File: config.mk
export PLATFORM = sky130hd
export DESIGN_NAME = intr_countdown
export DESIGN_NICKNAME = d
export VERILOG_FILES = /design/src/rtl/intr_countdown_pkg.sv /design/src/rtl/cd_prescaler.sv /design/src/rtl/cd_arm_fsm.sv /design/src/rtl/cd_counter.sv /design/src/rtl/intr_countdown.sv
export SDC_FILE = /design/constraint.sdc
export NUM_CORES = 1
export LEC_CHECK = 0
export BUFFER_PORTS_ARGS = -buffer_cell sky130_fd_sc_hd__clkbuf_2
export CAP_MARGIN = 15
export CORE_ASPECT_RATIO = 1.2
export CORE_MARGIN = 5
export CORE_UTILIZATION = 40
export DETAILED_ROUTE_END_ITERATION = 12
export GPL_TIMING_DRIVEN = 0
export PLACE_DENSITY = 0.71
export SLEW_MARGIN = 30
export SYNTH_ARGS = -nofsm -noshare
export SYNTH_HDL_FRONTEND = slang
export SYNTH_SLANG_ARGS = --single-unit
export TNS_END_PERCENT = 20
File: constraint.sdc
create_clock -name clk -period 2.8 [get_ports clk]
set_clock_uncertainty 0.2 [all_clocks]
set_input_delay 0.56 -clock clk [delete_from_list [all_inputs] [get_ports clk]]
set_output_delay 0.56 -clock clk [all_outputs]
set_load 0.1 [all_outputs]
File: src/rtl/intr_countdown_pkg.sv
package intr_countdown_pkg;
  typedef enum logic [1:0] {
    CD_IDLE = 2'd0,
    CD_WAIT = 2'd1,
    CD_RUN  = 2'd2
  } cd_state_e;
endpackage

File: src/rtl/cd_prescaler.sv
module cd_prescaler #(
  parameter int FAST_DIV = 8,
  parameter int SLOW_DIV = 80
) (
  input  logic clk,
  input  logic rst,
  input  logic clear,
  input  logic run,
  input  logic speed_fast,
  output logic tick
);
  localparam int MAXDIV = (SLOW_DIV > FAST_DIV) ? SLOW_DIV : FAST_DIV;
  localparam int PW = $clog2(MAXDIV + 1);
  localparam logic [PW-1:0] FAST_LIM = PW'(FAST_DIV - 1);
  localparam logic [PW-1:0] SLOW_LIM = PW'(SLOW_DIV - 1);

  logic [PW-1:0] phase;
  logic [PW-1:0] limit;

  // A compare of >= keeps a speed switch mid-period from overrunning the limit
  assign limit = speed_fast ? FAST_LIM : SLOW_LIM;
  assign tick  = run && !clear && (phase >= limit);

  always_ff @(posedge clk) begin
    if (rst || clear || !run) begin
      phase <= '0;
    end else if (phase >= limit) begin
      phase <= '0;
    end else begin
      phase <= phase + 1'b1;
    end
  end
endmodule

File: src/rtl/cd_arm_fsm.sv
module cd_arm_fsm
  import intr_countdown_pkg::*;
(
  input  logic clk,
  input  logic rst,
  input  logic wr_en,
  input  logic wr_nonzero,
  input  logic defer_mode,
  input  logic tx_dma_done,
  input  logic expire,
  output logic run
);
  cd_state_e state, state_nx;

  always_comb begin
    state_nx = state;
    if (wr_en) begin
      if (!wr_nonzero)     state_nx = CD_IDLE;
      else if (defer_mode) state_nx = CD_WAIT;
      else                 state_nx = CD_RUN;
    end else begin
      case (state)
        CD_WAIT: if (tx_dma_done) state_nx = CD_RUN;
        CD_RUN:  if (expire)      state_nx = CD_IDLE;
        default: state_nx = state;
      endcase
    end
  end

  always_ff @(posedge clk) begin
    if (rst) state <= CD_IDLE;
    else     state <= state_nx;
  end

  assign run = (state == CD_RUN);
endmodule

File: src/rtl/cd_counter.sv
module cd_counter #(
  parameter int CNT_W = 16
) (
  input  logic             clk,
  input  logic             rst,
  input  logic             wr_en,
  input  logic [CNT_W-1:0] wr_data,
  input  logic             tick,
  output logic [CNT_W-1:0] count,
  output logic             irq_enable,
  output logic             irq_set,
  output logic             expire
);
  localparam logic [CNT_W-1:0] ONE = CNT_W'(1);

  assign expire = tick && (count == ONE);

  always_ff @(posedge clk) begin
    if (rst) begin
      count      <= '0;
      irq_enable <= 1'b0;
      irq_set    <= 1'b0;
    end else if (wr_en) begin
      count      <= wr_data;
      irq_enable <= |wr_data;
      irq_set    <= 1'b0;
    end else if (tick && count != '0) begin
      count   <= count - ONE;
      irq_set <= expire && irq_enable;
      if (expire) irq_enable <= 1'b0;
    end else begin
      irq_set <= 1'b0;
    end
  end
endmodule

File: src/rtl/intr_countdown.sv
module intr_countdown #(
  parameter int CNT_W    = 16,
  parameter int FAST_DIV = 8,
  parameter int SLOW_DIV = 80
) (
  input  logic             clk,
  input  logic             rst,
  input  logic             wr_en,
  input  logic [CNT_W-1:0] wr_data,
  input  logic             speed_fast,
  input  logic             defer_mode,
  input  logic             tx_dma_done,
  output logic [CNT_W-1:0] count,
  output logic             irq_enable,
  output logic             irq_set
);
  logic run;
  logic tick;
  logic expire;

  cd_prescaler #(.FAST_DIV(FAST_DIV), .SLOW_DIV(SLOW_DIV)) u_pre (
    .clk(clk), .rst(rst), .clear(wr_en), .run(run),
    .speed_fast(speed_fast), .tick(tick)
  );

  cd_arm_fsm u_fsm (
    .clk(clk), .rst(rst), .wr_en(wr_en), .wr_nonzero(|wr_data),
    .defer_mode(defer_mode), .tx_dma_done(tx_dma_done),
    .expire(expire), .run(run)
  );

  cd_counter #(.CNT_W(CNT_W)) u_cnt (
    .clk(clk), .rst(rst), .wr_en(wr_en), .wr_data(wr_data), .tick(tick),
    .count(count), .irq_enable(irq_enable), .irq_set(irq_set),
    .expire(expire)
  );
endmodule

[Yosys cells after proc, flatten, opt, wreduce, memory -nomap -nowiden]
Index checks and enable logic that the tools add are counted.
Storage, ports and cells
  logic and storage cells: 44
  bits of input ports: 22
  register bits: 27
Operators by class
  order comparisons: 1
  add/sub/neg operators: 2
  eq/ne operators: 5
  multiplexer cells: 12
  bitwise logic cells: 1
  reductions and logical operators: 18
Operators by type and width (number)
  2-to-1 mux 16 bit: 2
  equality test 16 x 1 -> 1 bit, second input constant: 1
  nonzero test 16 bit: 1
  OR reduction 16 bit: 1
  subtractor 16 x 1 -> 16 bit, second input constant: 1
  2-to-1 mux 2 bit: 5
  adder 7 x 1 -> 7 bit, second input constant: 1
  >= comparator 7 bit: 1
  2-to-1 mux 7 bit: 1
  logical AND 1 bit: 5
  one-hot mux 2 bit (2 select lines): 1
  nonzero test 2 bit: 2
  2-to-1 mux 1 bit: 3
  != test 3 x 2 -> 1 bit, second input constant: 1
  != test 3 bit, second input constant: 1
  AND reduction 3 bit: 1
  nonzero test 3 bit: 1
  OR reduction 3 bit: 1
  equality test 2 x 1 -> 1 bit, second input constant: 1
  equality test 2 bit, second input constant: 1
  zero test 1 bit: 2
  logical OR 1 bit: 2
  AND reduction 2 bit: 1
  OR reduction 2 bit: 1
  NOT 1 bit: 1

[Depth between registers and ports, before layout]
  depth in word-level cells: 7
  mapped depth: 8
  depth with buffers taken out: 7

[Modules after synthesis]
From an unflattened synthesis, not the netlist that was laid out.
Unflattened totals
  cell total of the unflattened synthesis: 199
  area, all modules: 1785.5 um2
By module, submodules not included
  cd_counter: times used 1, area an instance 1242.4 um2, cells each 142
  cd_prescaler: times used 1, area an instance 411.6 um2, cells each 39
  cd_arm_fsm: times used 1, area an instance 100.1 um2, cells each 13
  intr_countdown: times used 1, area an instance 31.3 um2, cells each 5

[Worst setup path after synthesis]
No wires, ideal clock.
  path kind: reg-to-reg
  from: reg u_cnt.count[1]
  to: reg u_cnt.count[8]
  buffers on the path: 1
  setup slack: -0.037 ns
  stages on the path, launching flop included: 9
  period minus slack after synthesis: 2.837 ns
  arrival: 2.491 ns
  cells stage by stage: dfxtp_1 -> inv_1 -> ha_1 -> or3b_2 -> nor4_4 -> nor4b_2 -> buf_6 -> nor4bb_1 -> a2111oi_2
Between the ends
  longest elaborated chain between the ends: 3
  elaborated cells between the ends (all ways): 6
Ends and longest elaborated chain
  start: declaration: line cd_counter.sv:9  | output logic [CNT_W-1:0] count,
  start signal: assignment: line cd_counter.sv:24  | count <= wr_data;
  start signal: assignment: line cd_counter.sv:28  | count <= count - ONE;
  subtractor 16 x 1 -> 16 bit or nonzero test 16 bit (tied branches): line cd_counter.sv:28, cd_counter.sv:27
  2-to-1 mux 16 bit or logical AND 1 bit (tied branches): line cd_counter.sv:27  | end else if (tick && count != '0) begin
  2-to-1 mux 16 bit or nonzero test 2 bit (tied branches)
Several ways; a longest one is shown, not always the timed one. The select of a mux whose other input is x is not followed.
A chain may end at the register's enable or synchronous reset.

[Final worst setup path]
  from: in speed_fast
  to: reg u_cnt.count[13]
Between the ends
  longest elaborated chain between the ends: 5
Ends and longest elaborated chain
  start: declaration: line intr_countdown.sv:10  | input logic speed_fast,
  2-to-1 mux 7 bit: line cd_prescaler.sv:21  | assign limit = speed_fast ? FAST_LIM : SLOW_LIM;
  >= comparator 7 bit: line cd_prescaler.sv:22  | assign tick = run && !clear && (phase >= limit);
  logical AND 1 bit: line cd_prescaler.sv:22
  logical AND 1 bit: line cd_counter.sv:27
  nonzero test 2 bit (no line)
No other way between the ends.

==> key figures <==
Status
  – Status: complete, no violations

Setup path
  – Crit end category: register
  – Crit Path Max Fanout: 10
  – Worst EP arrival: approximately 2.5 ns
  – Worst setup SP type: input port
  – CP required: 2.77 ns
  – Setup CP Type: in2reg

Cells and area
  – Filler instances: roughly 430
  – Layout Nets: 252
  – Share of layout cells above drive strength 1: 31.4%
  – Ant. Diodes: 0
  – Leading cell type in the layout, fill and taps excluded: clkbuf_2
  – Synthesis-to-layout area growth: 18.8%
  – Most frequent cells in the layout: 38 x clkbuf_2, 25 x dfxtp_1, 18 x nor2_1, 14 x inv_1, 11 x nor4_1

Die
  – Num ports: 40
  – Starting density of the core: 41.7%
  – Chip Width: 69.0 um
  – # rows: 25
  – Die area: around 0.0056 mm^2
  – CORE AREA: 0.00400 mm^2
  – Die Y-Extent: 80.8 um

Logic synthesis
  – Mapped Area: 0.00167 mm^2
  – Cell taking the most area after synthesis: dfxtp_1
  – Synth Register Bits: 27
  – Synth Instances: 181
  – YS warnings: 0
  – Share of the synthesized area in the top cell type: 32.3%
  – Syn_area_per_cell: 9.24 um^2
  – Post-synthesis sequential area ratio: 32.3%
  – Netlist cell types: 50
  – Syn nets: 209
  – Top cells by area, synth: dfxtp_1 32%, a2111oi_2 4.5%, ha_1 4.5%

STA
  – Final worst-path cycle share: 90.3%
  – RSZ-0062 raised after global routing: false
  – Max_slew headroom: between 50% and 60%
  – Final setup vio count: 0
  – Fin Setup TNS: 0 ns
  – Fmax: 396 MHz
  – Final hold vios: 0
  – Worst-margin pin slew: between 0.7 and 0.8 ns
  – Minimum clock period: 2.53 ns
  – Max-slew violation count: 0
  – Setup WS post-layout: between 0.2 and 0.3 ns

Placed design
  – Worst slack, placed: -0.134 ns
  – Detailed Place HPWL: 3.47 mm
  – Placer Congestion: 0.853
  – Port bufs: 38

Drt
  – Number of DRC markers in iteration 0: 84
  – Drt via density: 5.86
  – Via count: 1622
  – Antenna viol nets, final: 0
  – Routed len/inst: 16.3 um
  – Routed WL: about 4.5 mm
  – Post-route DRC: 0
  – Drt first pass iters: 4

CTS
  – Clock sinks: 27
  – CTS clk-pin slew, worst paths: 0.09 ns
  – Setup Fix Bufs, Post-CTS: 0
  – CTS Buf Count: 3
  – Cts hold-fix bufs: 0
  – Cts repair resizes: 0
  – Root Buffer: clkbuf_8
  – TritonCTS clock tree: done
  – Clock Latency Late Sink: 0.27 ns
  – H-Tree Depth: 1
  – Deepest clock path buffer count: 2

Pwr
  – Pwr dens: 472 mW/mm^2
  – VDD IR max: 0.297 mV
  – Leak Pwr: 0.819 nW
  – Total power: 0.937 mW

Global routing
  – GRT Residual Overflow: 0
  – Largest net degree at the start of global routing: 15
  – Gr usage total: about 17%
  – Global-route wire length before repair: just under 8 mm
  – Vias in the first global route: 1642
  – Initial antenna violation count: 0

Run
  – Maxcap violations: 0

Worst hold path
  – Hold crit path type: reg2reg
-- layer usage --
metal / share of wire, % / GRT usage, % / vias to the layer above
met4: 2.4 / 5.86 / 0
met5: 0 / 0 / -
li1: - / - / 782
met3: 5.5 / 2.35 / 15
met2: 50 / 31.5 / 70
met1: 42 / 20.2 / 755
-- cell usage after synthesis, drive strengths merged --
library cell and n:
nor4bb 1, a2111oi 5, and3b 1, a31oi 1, ha 6, clkbuf 3
nand2b 2, nor4 12, o31a 1, a311o 1, nor3 9, or2b 1
and4 5, a21o 3, and3 3, o211ai 1, dlygate4sd1 1, nor2 18
nand3 7, a21boi 2, dfxtp 27, o2111a 2, a311oi 3, or3b 1
nor3b 1, a211o 3, xnor2 4, a21oi 2, xor2 3, o21ai 3
inv 14, o311a 2, nor4b 3, o22a 1, a221o 1, a211oi 8
nand4 4, and4bb 1, nand2 6, buf 6, or4 3
-- state kept, by name (all words and copies together) (netlist names) --
name,count
u_cnt.irq_set,1
u_cnt.irq_enable,1
u_pre.phase,7
u_cnt.count,16
u_fsm.state,2
-- metrics by stage --
step / instances / cell area, um^2 / utilization (%) / hold slack, ns
after detailed placement: 273 / 1930 / 48.3 / 0.255
after CTS: 277 / 1980 / 49.4 / 0.270
after global placement: 273 / 1930 / 48.3 / 0.255
after floorplan: 181 / 1670 / - / 0.241
after global routing: 277 / 1990 / 49.6 / 0.305
final: 277 / 1990 / 49.6 / 0.265
-- cell families after synthesis --
group / after synthesis / synth area share (%)
AOI/OAI and AO/OA: 39 / 22.2
xor gates and xnor gates: 7 / 3.67
adders and majority gates: 6 / 4.49
buffers and inverters: 24 / 7.93
DFF: 27 / 32.3
and+or+nand+nor: 78 / 29.4
-- report_power, final --
part           switching, mW  internal [mW]  total (mW)
Combinational          0.210         0.0730       0.283
Clock                  0.123          0.102       0.225
Sequential            0.0252          0.404       0.429
-- worst max-delay path, cell delays in order --
cell and delay (ns):
clkbuf_2 0.09, ha_1 0.29, and4bb_2 0.26, a311oi_4 0.15
nor4b_2 0.61, buf_6 0.23, nor3_1 0.06, a221o_1 0.25
-- final timing paths --
kind                                                      to  depth (start not counted)                          start  slack (ns)
worst max-delay path            u_cnt.count[13]$_SDFFE_PP0P_                          8                     speed_fast        0.27
worst min register to register      u_cnt.irq_set$_SDFF_PP0_                          2  u_cnt.irq_enable$_SDFFE_PP0P_        0.27
worst min-delay path                u_cnt.irq_set$_SDFF_PP0_                          2  u_cnt.irq_enable$_SDFFE_PP0P_        0.27
worst max register to register  u_cnt.count[14]$_SDFFE_PP0P_                          6    u_cnt.count[2]$_SDFFE_PP0P_        0.28
-- layout make-up --
cell class / instances / area, um^2 / area share [%]
multi-input cells: 130 / 1010 / 50.7
flip-flops and latches: 27 / 543 / 27.3
repair buffers: 38 / 190 / 9.58
plain buffers: 10 / 80.1 / 4.03
well taps: 54 / 67.6 / 3.40
inverters: 14 / 52.6 / 2.65
clock buffers: 4 / 45.0 / 2.27
Note: power is estimated with default switching activity, not from simulation.
